### src/rtl/irqagg_pkg.sv
package irqagg_pkg;
  localparam int unsigned BANK_W     = 32;
  localparam int unsigned NUM_BANKS  = 5;
  localparam int unsigned FUNC_BANKS = 3;
  localparam int unsigned ADDR_W     = 4;

  // number of implemented bits in each bank
  function automatic int unsigned bank_bits(int unsigned b);
    case (b)
      0, 1, 3: return 32;
      2:       return 24;
      4:       return 17;
      default: return 0;
    endcase
  endfunction

  function automatic logic [BANK_W-1:0] bank_mask(int unsigned b);
    logic [BANK_W-1:0] m;
    m = '0;
    for (int unsigned i = 0; i < BANK_W; i++)
      if (i < bank_bits(b)) m[i] = 1'b1;
    return m;
  endfunction
endpackage

### src/rtl/irqagg_bank.sv
module irqagg_bank
  import irqagg_pkg::*;
#(
  parameter int unsigned BANK_IDX = 0
) (
  input  logic              clk,
  input  logic              rst_n,
  input  logic [BANK_W-1:0] src,
  input  logic              en_we,
  input  logic              sts_we,
  input  logic [BANK_W-1:0] wdata,
  output logic [BANK_W-1:0] en_q,
  output logic [BANK_W-1:0] sts_q,
  output logic [BANK_W-1:0] pend
);
  localparam logic [BANK_W-1:0] IMPL = bank_mask(BANK_IDX);

  logic [BANK_W-1:0] clr;
  logic [BANK_W-1:0] sts_d;

  always_comb begin
    clr   = sts_we ? wdata : '0;
    // a new event overrides a simultaneous acknowledge
    sts_d = ((sts_q & ~clr) | src) & IMPL;
  end

  always_ff @(posedge clk or negedge rst_n) begin
    if (!rst_n) begin
      en_q  <= '0;
      sts_q <= '0;
    end else begin
      sts_q <= sts_d;
      if (en_we) en_q <= wdata & IMPL;
    end
  end

  assign pend = sts_q & en_q;
endmodule

### src/rtl/irqagg_prio.sv
module irqagg_prio #(
  parameter int unsigned N   = 160,
  parameter int unsigned IDW = $clog2(N)
) (
  input  logic [N-1:0]   pend,
  output logic           valid,
  output logic [IDW-1:0] id
);
  // lowest index wins: bank order first, then bit order
  always_comb begin
    valid = 1'b0;
    id    = '0;
    for (int i = N - 1; i >= 0; i--) begin
      if (pend[i]) begin
        valid = 1'b1;
        id    = IDW'(i);
      end
    end
  end
endmodule

### src/rtl/irqagg_top.sv
module irqagg_top
  import irqagg_pkg::*;
#(
  parameter int unsigned NUM_SRC = NUM_BANKS * BANK_W
) (
  input  logic               clk,
  input  logic               rst_n,
  input  logic [NUM_SRC-1:0] src_in,
  input  logic               wr_en,
  input  logic [ADDR_W-1:0]  wr_addr,
  input  logic [BANK_W-1:0]  wr_data,
  input  logic               rd_en,
  input  logic [ADDR_W-1:0]  rd_addr,
  output logic [BANK_W-1:0]  rd_data,
  output logic               irq_func,
  output logic               irq_err
);
  localparam int unsigned IDW       = $clog2(NUM_SRC);
  localparam int unsigned STS_BASE  = 1 << (ADDR_W - 1);
  localparam logic [ADDR_W-1:0] NEXT_ADDR = '1;
  localparam int unsigned FUNC_BITS = FUNC_BANKS * BANK_W;

  logic [NUM_SRC-1:0] en_flat;
  logic [NUM_SRC-1:0] sts_flat;
  logic [NUM_SRC-1:0] pend_flat;
  logic               nxt_valid;
  logic [IDW-1:0]     nxt_id;

  for (genvar b = 0; b < NUM_BANKS; b++) begin : g_bank
    localparam logic [ADDR_W-1:0] EN_A  = ADDR_W'(b);
    localparam logic [ADDR_W-1:0] STS_A = ADDR_W'(STS_BASE + b);

    irqagg_bank #(.BANK_IDX(b)) u_bank (
      .clk    (clk),
      .rst_n  (rst_n),
      .src    (src_in[b*BANK_W +: BANK_W]),
      .en_we  (wr_en && (wr_addr == EN_A)),
      .sts_we (wr_en && (wr_addr == STS_A)),
      .wdata  (wr_data),
      .en_q   (en_flat[b*BANK_W +: BANK_W]),
      .sts_q  (sts_flat[b*BANK_W +: BANK_W]),
      .pend   (pend_flat[b*BANK_W +: BANK_W])
    );
  end

  irqagg_prio #(.N(NUM_SRC), .IDW(IDW)) u_prio (
    .pend  (pend_flat),
    .valid (nxt_valid),
    .id    (nxt_id)
  );

  assign irq_func = |pend_flat[FUNC_BITS-1:0];
  assign irq_err  = |pend_flat[NUM_SRC-1:FUNC_BITS];

  logic [BANK_W-1:0] rd_val;

  always_comb begin
    rd_val = '0;
    for (int unsigned b = 0; b < NUM_BANKS; b++) begin
      if (rd_addr == ADDR_W'(b))
        rd_val = en_flat[b*BANK_W +: BANK_W];
      if (rd_addr == ADDR_W'(STS_BASE + b))
        rd_val = sts_flat[b*BANK_W +: BANK_W];
    end
    if (rd_addr == NEXT_ADDR) begin
      rd_val[BANK_W-1] = nxt_valid;
      rd_val[IDW-1:0]  = nxt_id;
    end
  end

  always_ff @(posedge clk or negedge rst_n) begin
    if (!rst_n)     rd_data <= '0;
    else if (rd_en) rd_data <= rd_val;
  end
endmodule

### config.mk
export PLATFORM = sky130hd
export DESIGN_NAME = irqagg_top
export DESIGN_NICKNAME = d
export VERILOG_FILES = /design/src/rtl/irqagg_pkg.sv /design/src/rtl/irqagg_bank.sv /design/src/rtl/irqagg_prio.sv /design/src/rtl/irqagg_top.sv
export SDC_FILE = /design/constraint.sdc
export NUM_CORES = 1
export LEC_CHECK = 0
export ABC_AREA = 1
export BUFFER_PORTS_ARGS = -buffer_cell sky130_fd_sc_hd__clkbuf_2
export CAP_MARGIN = 20
export CORE_MARGIN = 2
export CORE_UTILIZATION = 35
export DETAILED_ROUTE_END_ITERATION = 8
export PLACE_DENSITY = 0.63
export RECOVER_POWER = 50
export SKIP_LAST_GASP = 1
export SYNTH_ARGS = -nofsm -noshare
export SYNTH_HDL_FRONTEND = slang
export SYNTH_HIERARCHICAL = 1
export SYNTH_SLANG_ARGS = --single-unit
### constraint.sdc
create_clock -name clk -period 6.3 [get_ports clk]
set_input_delay 1.26 -clock clk [delete_from_list [all_inputs] [get_ports clk]]
set_output_delay 1.26 -clock clk [all_outputs]
set_load 0.005 [all_outputs]
Word level (Yosys, flattened, before mapping)
Cells that the tools add are included.
Widths: inputs -> output; s select.
Word-level totals
  register bits after elaboration: 306
  bits of input ports: 204
  logic and storage cells: 401
Cells by class
  equality and inequality tests: 19
  mux-type cells: 337
  bitwise logic cells: 20
  reduce and logical (&&, ||, !) cells: 14
Operator list (number)
  $mux 8: 161
  $mux 32: 13
  $and 32x32->32: 6
  $mux 1: 161
  $not 32->32: 3
  $or 32x32->32: 3
  $reduce_or 96->1: 1
  $reduce_or 64->1: 1
  $and 24x24->24: 2
  $eq 4x4->1 const B: 11
  $and 17x17->17: 2
  $mux 24: 1
  $not 24->24: 1
  $or 24x24->24: 1
  $mux 17: 1
  $not 17->17: 1
  $or 17x17->17: 1
  $eq 4x2->1 const B: 4
  $logic_and 1x1->1: 10
  $eq 4x1->1 const B: 2
  $eq 4x3->1 const B: 2
  $logic_not 4->1: 2

Depth between registers and ports, before layout
Gate-level depths: netlist of run 1.
  word-level depth: 161
  depth in mapped cells: 162
  depth with buffers taken out: 161

Hierarchy
Netlist of run 1, hierarchy kept.
Modules (own cells, without submodules)
  irqagg_bank (g_bank[0].u_bank ...): times used 3, cells an instance 362, area an instance 2835.2 µm², sequential area each 1601.5 µm²
  irqagg_top: times used 1, cells an instance 801, area an instance 4257.8 µm², sequential area each 800.8 µm²
  irqagg_prio: times used 1, cells an instance 589, area an instance 2463.6 µm², sequential area each 0.0 µm²
  irqagg_bank (g_bank[2].u_bank): times used 1, cells an instance 296, area an instance 2313.5 µm², sequential area each 1201.2 µm²
  irqagg_bank (g_bank[4].u_bank): times used 1, cells an instance 238, area an instance 1826.8 µm², sequential area each 850.8 µm²

Worst setup path after synthesis of run 1
No wires, ideal clock.
  kind: register to register
  start point: reg g_bank[4].u_bank.en_q[15]
  end point: reg rd_data[0]
  library setup time: 0.117 ns
  data arrival time: 6.637 ns
  required time: 6.183 ns
  setup slack: -0.454 ns
  cell stages (with the launch flop): 149
  buffers on the path: 0
  cell sequence: dfrtp_1 -> nand2_1 -> inv_1 -> inv_1 -> nand2_1 -> nand2_1 -> nand2_1 -> nand2_1 -> nand2_1 -> nand2_1 -> nand2_1 -> nand2_1 -> nand2_1 -> nand2_1 -> nand2_1 -> nand2_1 -> nand2_1 -> nand2_1 -> (+113 left out) -> nand2_1 -> nand2_1 -> nand2_1 -> nand2_1 -> nand2_1 -> nand2_1 -> nand2_1 -> nand2_1 -> nand2_1 -> nand2_1 -> nand2_1 -> nand2_1 -> nand2_1 -> a21oi_2 -> nand2_1 -> nand4_1 -> nand2_1 -> nand2_1
On the way
  word-level cells in the longest chain between the ends: 146
RTL lines
  start, declared: RTL line irqagg_bank.sv:12  | output logic [BANK_W-1:0] en_q,
  start signal, assigned: RTL line irqagg_bank.sv:33  | if (en_we) en_q <= wdata & IMPL;
  $and 17x17->17: RTL line irqagg_bank.sv:37  | assign pend = sts_q & en_q;
  named net pend_flat[143]: RTL line irqagg_top.sv:25  | logic [NUM_SRC-1:0] pend_flat;
  $mux 8 (144 in series): RTL line irqagg_prio.sv:14  | if (pend[i]) begin
  named net nxt_id[0]: RTL line irqagg_top.sv:27  | logic [IDW-1:0] nxt_id;
  $mux 8: RTL line irqagg_top.sv:65  | if (rd_addr == NEXT_ADDR) begin
  end signal, assigned: RTL line irqagg_top.sv:73  | else if (rd_en) rd_data <= rd_val;
  end, declared: RTL line irqagg_top.sv:14  | output logic [BANK_W-1:0] rd_data,
The timed path passes the listed nets, and every way through them passes these cells.
A chain may end at the register's enable or synchronous reset.

Worst setup path in the final report of run 1
  start point: reg g_bank[4].u_bank.sts_q[15]
  end point: reg rd_data[0]
On the way
  word-level cells in the longest chain between the ends: 146
RTL lines
  start, declared: RTL line irqagg_bank.sv:13  | output logic [BANK_W-1:0] sts_q,
  start signal, assigned: RTL line irqagg_bank.sv:32  | sts_q <= sts_d;
  $and 17x17->17: RTL line irqagg_bank.sv:37
  named net pend_flat[143]: RTL line irqagg_top.sv:25
  $mux 8 (144 in series): RTL line irqagg_prio.sv:14
  named net nxt_id[0]: RTL line irqagg_top.sv:27
  $mux 8: RTL line irqagg_top.sv:65
The timed path passes the listed nets, and every way through them passes these cells.

==> results of run 1 <==
synthesized netlist by cell type, types with 3 or more instances:
master	count
inv_1	598
o31ai_1	3
inv_2	44
nor2_1	169
nor4_1	47
nand4_1	61
buf_2	18
o21ai_2	4
bufinv_8	7
nand3_1	88
nor3_1	10
nand2_1	1251
clkbuf_1	18
dfrtp_1	306
buf_4	76
a21oi_1	43
nor2_2	8
o21ai_0	80
o21ai_1	100
or2_0	9
or2_1	3
buf_6	34
worst max-delay path, delay by kind of cell, from the launching register on:
family / cells / cell delay, ns
AND/OR/NAND/NOR: 145 / 7.26
buffers and inverters: 2 / 0.09
AO/OA/AOI/OAI: 1 / 0.18
flip-flops: 1 / 0.35
layer usage:
metal / share of wire [%] / global-route usage (%) / wire (um)
met5: 0.015 / 0 / 10
met4: 3.0 / 7.443 / 1942
met3: 5.7 / 2.812 / 3716
met2: 47 / 38.71 / 30350
met1: 45 / 30.93 / 28940
cell families after synthesis:
kind of cell | count (synthesis)
DFF | 306
AOI/OAI and AO/OA | 246
buffers and inverters | 798
and+or+nand+nor | 1658
other | 2
power by group through the flow:
stage                     Combinational, W  Clock (W)  Sequential (W)
after floorplan                    0.00102          0         0.00240
after global placement             0.00163          0         0.00243
after detailed placement           0.00164          0         0.00243
after CTS                          0.00165    0.00247         0.00240
after global routing               0.00190    0.00255         0.00243
final                              0.00167    0.00243         0.00240
flip-flops by register name, indices dropped and copies added, names as in the netlist:
name	flops
g_bank.u_bank/en_q	137
g_bank.u_bank/sts_q	137
rd_data	32
per-stage QoR:
stage / cells / setup slack [ns] / instance area (um^2) / setup TNS, ns
detailed placement: 3963 / -1.520 / 21390 / -1.520
floorplan: 3077 / -0.4322 / 19620 / -0.4322
global route: 4030 / -3.117 / 22730 / -10.92
CTS: 4029 / -1.539 / 22760 / -1.539
finish: 4030 / -1.657 / 22730 / -1.657
global placement: 3963 / -1.484 / 21390 / -1.484
repair_timing:
| action | 4_1_cts | 5_1_grt |
|---|---|---|
| resized for setup | 1 | 3 |
| setup buffers | 0 | 0 |
| pin swaps | 1 | 5 |
| setup endpoints to repair | 1 | 2 |
| gates cloned | 0 | 0 |
final cells by class:
cell class	instances	area (um^2)	area share, %
Timing Repair Buffer	331	1933	8.506
Sequential cell	306	7657	33.69
Clock buffer	50	1077	4.740
Multi-Input combinational cell	1973	8348	36.73
Inverter	650	2536	11.16
Tap cell	704	880.8	3.876
Clock inverter	16	294.0	1.294
final timing paths:
| kind | start | to | cells past startpoint |
|---|---|---|---|
| worst min-delay path | rd_data[3] | rd_data[3] | 2 |
| max in group asynchronous | rst_n | g_bank[1].u_bank/en_q[7] | 2 |
| min in group asynchronous | rst_n | g_bank[0].u_bank/sts_q[23] | 1 |
| worst max register to register | g_bank[4].u_bank/sts_q[15] | rd_data[0] | 148 |
| worst max-delay path | g_bank[4].u_bank/sts_q[15] | rd_data[0] | 148 |
| worst min register to register | rd_data[3] | rd_data[3] | 2 |
==> impl_metrics.json, run 1 <==
{
  "die-area_um2": 57230,
  "wl_um": 64970,
  "synthAdderAreaFrac_pct": 0,
  "gp_congestion": 0.9222,
  "syn_inst": 3010,
  "fin_skew_ns": 0.01703,
  "synth_top_family_by_area": "simple AND/OR/NAND/NOR gates",
  "slew_viol_final": 330,
  "slowest_stage": "dfrtp_1",
  "clockBufferDepth": 3,
  "postLayoutSetupSlackWorst_ns": -1.657,
  "worstMarginPinSlew_ns": 2.935,
  "rows": 86,
  "ant_nets": 0,
  "period_needed_ns": 7.957,
  "switchingPower_w": 0.002134,
  "async_reset_ff_share_pct": 100.0,
  "p_clk_share_pct": 37.4,
  "layout_commonest_cell": "nand2_1",
  "status": "complete, but fails checks",
  "wl_per_cell_um": 16.12,
  "cp.required_ns": 6.80,
  "portBuffers": 214,
  "overflow": 0,
  "pwr-share-seq_pct": 36.9,
  "final_cell_mix": "nand2_1 (1249), inv_1 (597), dfrtp_1 (306), clkbuf_2 (212), nor2_1 (161)",
  "synthesis.area_um2": 19370,
  "fp.dieW_um": 239.2,
  "fin_util_pct": 41.41,
  "synth_cell_types": 43,
  "cts_tree": "built",
  "drc": 0,
  "dp_hpwl_um": 49350,
  "start_kind": "flip-flop",
  "p_per_area_nw_per_um2": 285.8,
  "total_power_w": 0.006495,
  "muxShareOfSynthArea_pct": 0,
  "syn_avg_cell_area_um2": 6.434,
  "rrSetupSlack_ns": -1.66,
  "hp-class": "flip-flop to flip-flop",
  "drt_iter0_markers": 1624,
  "cts-hold-fix-buffers": 0,
  "synth_top_area_share_pct": 39.54,
  "p_comb_share_pct": 25.6,
  "rsz0062_at_grt": "true",
  "htreeDepth": 2,
  "fin_crit_sh_pct": 126.3,
  "violations": "capacitance limit, slew limit, setup timing",
  "grt_pass1_wl_um": 100100,
  "synth-seq-cells": 306,
  "grt_pass1_vias": 17450,
  "fmax_mhz": 125.7,
  "io_pins": 238,
  "leakage_nw": 12.84,
  "path_clk_slew_ns": 0.06,
  "synth_top_area_cell": "dfrtp_1",
  "cts-buffers-inserted": 37,
  "synth_seq_area_share_pct": 39.54,
  "core_area_um2": 54880,
  "cap_violations": 5,
  "critPathMaxFanout": 2,
  "synth_edf_count": 0,
  "hold_ws_ns": 0.4741,
  "initial_core_util_pct": 35.29,
  "yosys.area_share.simple_pct": 34.71,
  "fill_cells": 5884,
  "antenna_found_initial": 1,
  "cts.sinks": 306,
  "die_h_um": 239.2,
  "cts.root.buffer_cell": "clkbuf_16",
  "slew_headroom_pct": -95.66,
  "synth_compound_area_share_pct": 6.725,
  "worst-setup-path-type": "flip-flop to flip-flop",
  "drive_gt1_share_pct": 14.07,
  "insertedDiodeCount": 0,
  "grt_use_total_pct": 23.07,
  "synthXorXnorAreaFrac_pct": 0,
  "switching_share_pct": 32.86,
  "ys.flop_type": "dfrtp_1",
  "arrival_ns": 8.46,
  "peakVddDrop_v": 0.0001959,
  "critPathMostFrequentCell": "nand2_1",
  "vias": 18410,
  "first_pass_iters": 5,
  "nets": 3503,
  "syn2layout_area_growth_pct": 17.35,
  "vias_per_cell": 4.567,
  "crit_path_end_kind": "flip-flop",
  "synthTopCellsByArea": "dfrtp_1 (40%), nand2_1 (24%), inv_1 (12%)",
  "clock_latency_ns": 0.57,
  "grt_max_degree": 118,
  "yosysWarnings": 6,
  "finalSetupViolCount": 1,
  "crit_path_max_incr_delay_ns": 0.35,
  "hold_viol": 0,
  "power.internal_w": 0.004361
}
Power figures use the tool's default switching activity.
==> run 2, diff against run 1 <==
PLACE_DENSITY = 0.61   (was 0.63)
clock period = 9.77 ns   (was 6.3 ns; I/O delays follow)
==> run 2 against run 1 <==
  * The run ends with capacitance limit, slew limit left
  * Sequential cell count is the same
  * Worst setup slack better by 3.1 ns
  * Clock power fell by 38%
  * Hold slack improved by 0.0021 ns
  * Critical endpoint unchanged
  * Via count is 2.7% lower
  * Fmax down 4.6%
  * Critical path depth did not move
==> impl_metrics.json, run 2 (synthesized netlist as in run 1, its figures left out) <==
{
  "worst-setup-path-type": "flip-flop to flip-flop",
  "crit_path_end_kind": "flip-flop",
  "rrSetupSlack_ns": 1.43,
  "drt_iter0_markers": 1479,
  "period_needed_ns": 8.337,
  "syn2layout_area_growth_pct": 13.08,
  "holdCritStartpoint": "rd_data[12]",
  "insertedDiodeCount": 0,
  "slew_viol_final": 370,
  "layout_commonest_cell": "nand2_1",
  "grt_pass1_wl_um": 97720,
  "slew_headroom_pct": -312.7,
  "clockBufferDepth": 3,
  "first_pass_iters": 6,
  "critPathMostFrequentCell": "nand2_1",
  "reg2reg_to": "rd_data[0]",
  "clock_latency_ns": 0.56,
  "grt_max_degree": 109,
  "critPathMaxFanout": 3,
  "cap_violations": 6,
  "finalSetupTns_ns": 0,
  "post_cts_buffers": 0,
  "rows": 86,
  "fin_skew_ns": 0.01046,
  "status": "complete, but fails checks",
  "cts-buffers-inserted": 38,
  "cts.sinks": 306,
  "antenna_found_initial": 2,
  "hp-class": "flip-flop to flip-flop",
  "vias": 17920,
  "arrival_ns": 8.84,
  "fp.dieW_um": 239.2,
  "fin_util_pct": 39.91,
  "overflow": 0,
  "die_h_um": 239.2,
  "total_power_w": 0.004007,
  "fmax_mhz": 120.0,
  "ff2ff_path_depth": 148,
  "top_regs": "g_bank.u_bank/en_q (137), g_bank.u_bank/sts_q (137), rd_data (32)",
  "worstReg2RegStart": "g_bank[4].u_bank/sts_q[15]",
  "dp_hpwl_um": 48040,
  "seqCellArea_um2": 7657,
  "core_area_um2": 54880,
  "start_kind": "flip-flop",
  "drive_gt1_share_pct": 10.71,
  "crit_path_max_incr_delay_ns": 0.36,
  "nets": 3407,
  "wl_um": 63650,
  "cts-hold-fix-buffers": 0,
  "fin_crit_sh_pct": 85.33,
  "leakage_nw": 12.28,
  "wl_per_cell_um": 16.17,
  "grt_pass1_vias": 16890,
  "portBuffers": 214,
  "p_per_area_nw_per_um2": 183.0,
  "grt_use_total_pct": 22.53,
  "hold_viol": 0,
  "violations": "capacitance limit, slew limit",
  "initial_core_util_pct": 35.29,
  "multiInputGateArea_um2": 8335,
  "gp_congestion": 0.9102,
  "cts.root.buffer_cell": "clkbuf_16",
  "final_cell_mix": "nand2_1 (1251), inv_1 (598), dfrtp_1 (306), clkbuf_2 (188), nor2_1 (161)",
  "ant_nets": 0,
  "cts_resized": 0,
  "hold_depth": 2,
  "cts_tree": "built",
  "slowest_stage": "dfrtp_1",
  "drc": 0,
  "htreeDepth": 2,
  "vias_per_cell": 4.553,
  "rsz0062_at_grt": "false",
  "finalSetupViolCount": 0,
  "die-area_um2": 57230,
  "fill_cells": 5988,
  "peakVddDrop_v": 0.00009810,
  "min_delay_worst_endpoint": "rd_data[12]",
  "cp.required_ns": 10.27,
  "io_pins": 238,
  "worstMarginPinSlew_ns": 6.191,
  "path_clk_slew_ns": 0.06
}
run 2: layer usage:
| layer | up-vias | GRT usage, % | wire (um) |
|---|---|---|---|
| met5 | - | 0 | 0 |
| met4 | 0 | 6.307 | 1413 |
| met3 | 74 | 2.674 | 3477 |
| met2 | 499 | 37.69 | 29550 |
| met1 | 8107 | 30.71 | 29200 |
| li1 | 9237 | - | - |
run 2: layout make-up:
| class | count | share of cell area (%) |
|---|---|---|
| inverters | 650 | 11.58 |
| repair buffers | 234 | 5.359 |
| flip-flops and latches | 306 | 34.96 |
| well taps | 704 | 4.022 |
| multi-input cells | 1973 | 38.06 |
| clock inverters | 22 | 1.063 |
| clock buffers | 46 | 4.953 |
run 2: worst max path at each step:
stage / slack [ns] / startpoint / to
CTS: 1.59 / g_bank[4].u_bank/en_q[15] / rd_data[0]
global placement: 1.59 / g_bank[4].u_bank/sts_q[15] / rd_data[0]
floorplan: 3.02 / g_bank[4].u_bank/en_q[15] / rd_data[0]
detailed placement: 1.64 / g_bank[4].u_bank/sts_q[15] / rd_data[0]
global route: 0.04 / g_bank[4].u_bank/sts_q[15] / rd_data[0]
finish: 1.43 / g_bank[4].u_bank/sts_q[15] / rd_data[0]
run 2: through the flow:
stage	area, um^2	hold slack [ns]	setup slack, ns	std cells
global route	21900	0.5015	0.03717	3935
global placement	20640	0.4653	1.595	3865
CTS	21960	0.4815	1.592	3933
floorplan	19620	0.4548	3.016	3077
finish	21900	0.4762	1.433	3935
detailed placement	20640	0.4653	1.641	3865
run 2: critical path: cells and delay by family (launching register included):
family,cells,cell delay [ns]
compound gates,1,0.19
simple gates,145,7.56
buf+inv,2,0.14
flops,1,0.36
run 2: power breakdown:
group	total, W	switching [W]	leakage, nW	internal [W]
clock	0.00150	0.000596	0.652	0.000900
combinational	0.000956	0.000647	8.38	0.000309
sequential	0.00155	0.000122	3.24	0.00143
==> run 3, diff against run 2 <==
BUFFER_PORTS_ARGS = -buffer_cell sky130_fd_sc_hd__buf_2   (was -buffer_cell sky130_fd_sc_hd__clkbuf_2)
==> run 3 against run 2 <==
  * Highest routed layer is now met5
  * The run still ends with capacitance limit, slew limit left
  * Cell area is essentially flat
  * Worst setup slack better by 0.056 ns
  * Core utilization about the same
  * Via count rose by 0.24%
  * Sequential cell count unchanged
==> impl_metrics.json, run 3 (synthesized netlist as in run 1, its figures left out) <==
{
  "grt_use_total_pct": 22.47,
  "drc": 0,
  "slowest_stage": "dfrtp_1",
  "reg2reg_to": "rd_data[0]",
  "fp.dieW_um": 239.2,
  "hold_depth": 2,
  "peakVddDrop_v": 0.00009569,
  "slew_headroom_pct": -183.7,
  "grt_max_degree": 77,
  "top_regs": "g_bank.u_bank/en_q (137), g_bank.u_bank/sts_q (137), rd_data (32)",
  "finalSetupTns_ns": 0,
  "period_needed_ns": 8.281,
  "rows": 86,
  "hold_viol": 0,
  "dp_hpwl_um": 48260,
  "cts-buffers-inserted": 38,
  "cts.root.buffer_cell": "clkbuf_16",
  "vias_per_cell": 4.565,
  "fmax_mhz": 120.8,
  "die-area_um2": 57230,
  "hold_ws_ns": 0.4700,
  "cts.sinks": 306,
  "vias": 17960,
  "die_h_um": 239.2,
  "nets": 3410,
  "clockBufferDepth": 3,
  "overflow": 0,
  "min_delay_worst_endpoint": "rd_data[26]",
  "start_kind": "flip-flop",
  "crit_path_max_incr_delay_ns": 0.37,
  "worstMarginPinSlew_ns": 4.256,
  "cp.required_ns": 10.27,
  "syn2layout_area_growth_pct": 13.04,
  "slew_viol_final": 386,
  "final_cell_mix": "nand2_1 (1250), inv_1 (598), dfrtp_1 (306), buf_2 (212), nor2_1 (163)",
  "gp_congestion": 0.9274,
  "grt_pass1_vias": 16810,
  "htreeDepth": 2,
  "cap_violations": 7,
  "holdCritStartpoint": "rd_data[26]",
  "p_per_area_nw_per_um2": 181.8,
  "fin_skew_ns": 0.009041,
  "clock_latency_ns": 0.56,
  "worst-setup-path-type": "flip-flop to flip-flop",
  "placed_area_um2": 20650,
  "ff2ff_path_depth": 148,
  "drive_gt1_share_pct": 11.27,
  "fin_area_um2": 21890,
  "crit_path_end_kind": "flip-flop",
  "hp-class": "flip-flop to flip-flop",
  "arrival_ns": 8.78,
  "path_clk_slew_ns": 0.06,
  "fill_cells": 5911,
  "cts-hold-fix-buffers": 0,
  "grt_pass1_wl_um": 97590,
  "insertedDiodeCount": 0,
  "finalSetupViolCount": 0,
  "initial_core_util_pct": 35.29,
  "fin_crit_sh_pct": 84.76,
  "critPathMaxFanout": 3,
  "rrSetupSlack_ns": 1.49,
  "rsz0062_at_grt": "false",
  "violations": "capacitance limit, slew limit",
  "antenna_found_initial": 1,
  "worstReg2RegStart": "g_bank[4].u_bank/sts_q[15]",
  "critPathMostFrequentCell": "nand2_1",
  "ant_nets": 0,
  "wl_um": 63510,
  "core_area_um2": 54880,
  "leakage_nw": 12.32,
  "drt_iter0_markers": 1658,
  "first_pass_iters": 6,
  "status": "complete, but fails checks",
  "layout_commonest_cell": "nand2_1",
  "wl_per_cell_um": 16.14,
  "cts_tree": "built",
  "io_pins": 238,
  "portBuffers": 214
}
==> run 3: cell types whose count changed in the layout (fill, tap and decap cells not counted), sizes merged <==
cell / delta
clkinv: -8
buf: +214
bufinv: -2
clkbuf: -204
inv: +1
clkinvlp: -2
==> run 3: area by class of cell <==
| cell class | instances | area, um^2 | area share, % |
|---|---|---|---|
| multi-input combinational | 1973 | 8324 | 38.02 |
| sequential | 306 | 7657 | 34.98 |
| inverter | 650 | 2536 | 11.58 |
| timing repair buffer | 237 | 1219 | 5.566 |
| clock buffer | 53 | 1161 | 5.303 |
| tap | 704 | 880.8 | 4.023 |
| clock inverter | 11 | 115.1 | 0.5258 |
==> run 3: power by group <==
group,switching (W),internal [W]
combinational,0.000651,0.000318
clock,0.000578,0.000879
sequential,0.000121,0.00143
total,0.00135,0.00263
==> run 3: worst max path at each step <==
stage | startpoint | to | slack (ns) | cells after the start
2_1_floorplan | g_bank[4].u_bank/en_q[15] | rd_data[0] | 3.02 | 148
3_3_place_gp | g_bank[4].u_bank/en_q[15] | rd_data[0] | 1.60 | 148
3_5_place_dp | g_bank[4].u_bank/en_q[15] | rd_data[0] | 1.65 | 148
4_1_cts | g_bank[4].u_bank/en_q[15] | rd_data[0] | 1.60 | 148
5_1_grt | g_bank[4].u_bank/sts_q[15] | rd_data[0] | 0.03 | 148
6_report | g_bank[4].u_bank/sts_q[15] | rd_data[0] | 1.49 | 148
==> run 3: critical path: cells and delay by family, from the launching register on <==
| kind | cells | cell delay [ns] |
|---|---|---|
| AOI/OAI and AO/OA | 1 | 0.20 |
| and+or+nand+nor | 145 | 7.52 |
| DFF | 1 | 0.37 |
| buffers and inverters | 2 | 0.13 |
==> run 3: repair_timing <==
item,in CTS,in global routing
setup buffers,0,1
setup endpoints to repair,0,1
gates resized for setup,0,1
hold endpoints to repair,0,0
==> run 3: through the flow <==
stage	instances	total power [W]	util, %	setup WS, ns
2_1_floorplan	3077	0.002205	-	3.016
3_3_place_gp	3867	0.002519	37.63	1.605
3_5_place_dp	3867	0.002530	37.63	1.645
4_1_cts	3931	0.004001	39.95	1.596
5_1_grt	3934	0.004226	39.90	0.02939
6_report	3934	0.003981	39.90	1.489
==> run 3: metal layers <==
layer  track usage, %  wire length, um
met5                0               11
met4            6.667             1594
met3            3.285             3821
met2            36.96            29140
met1            30.59            28940
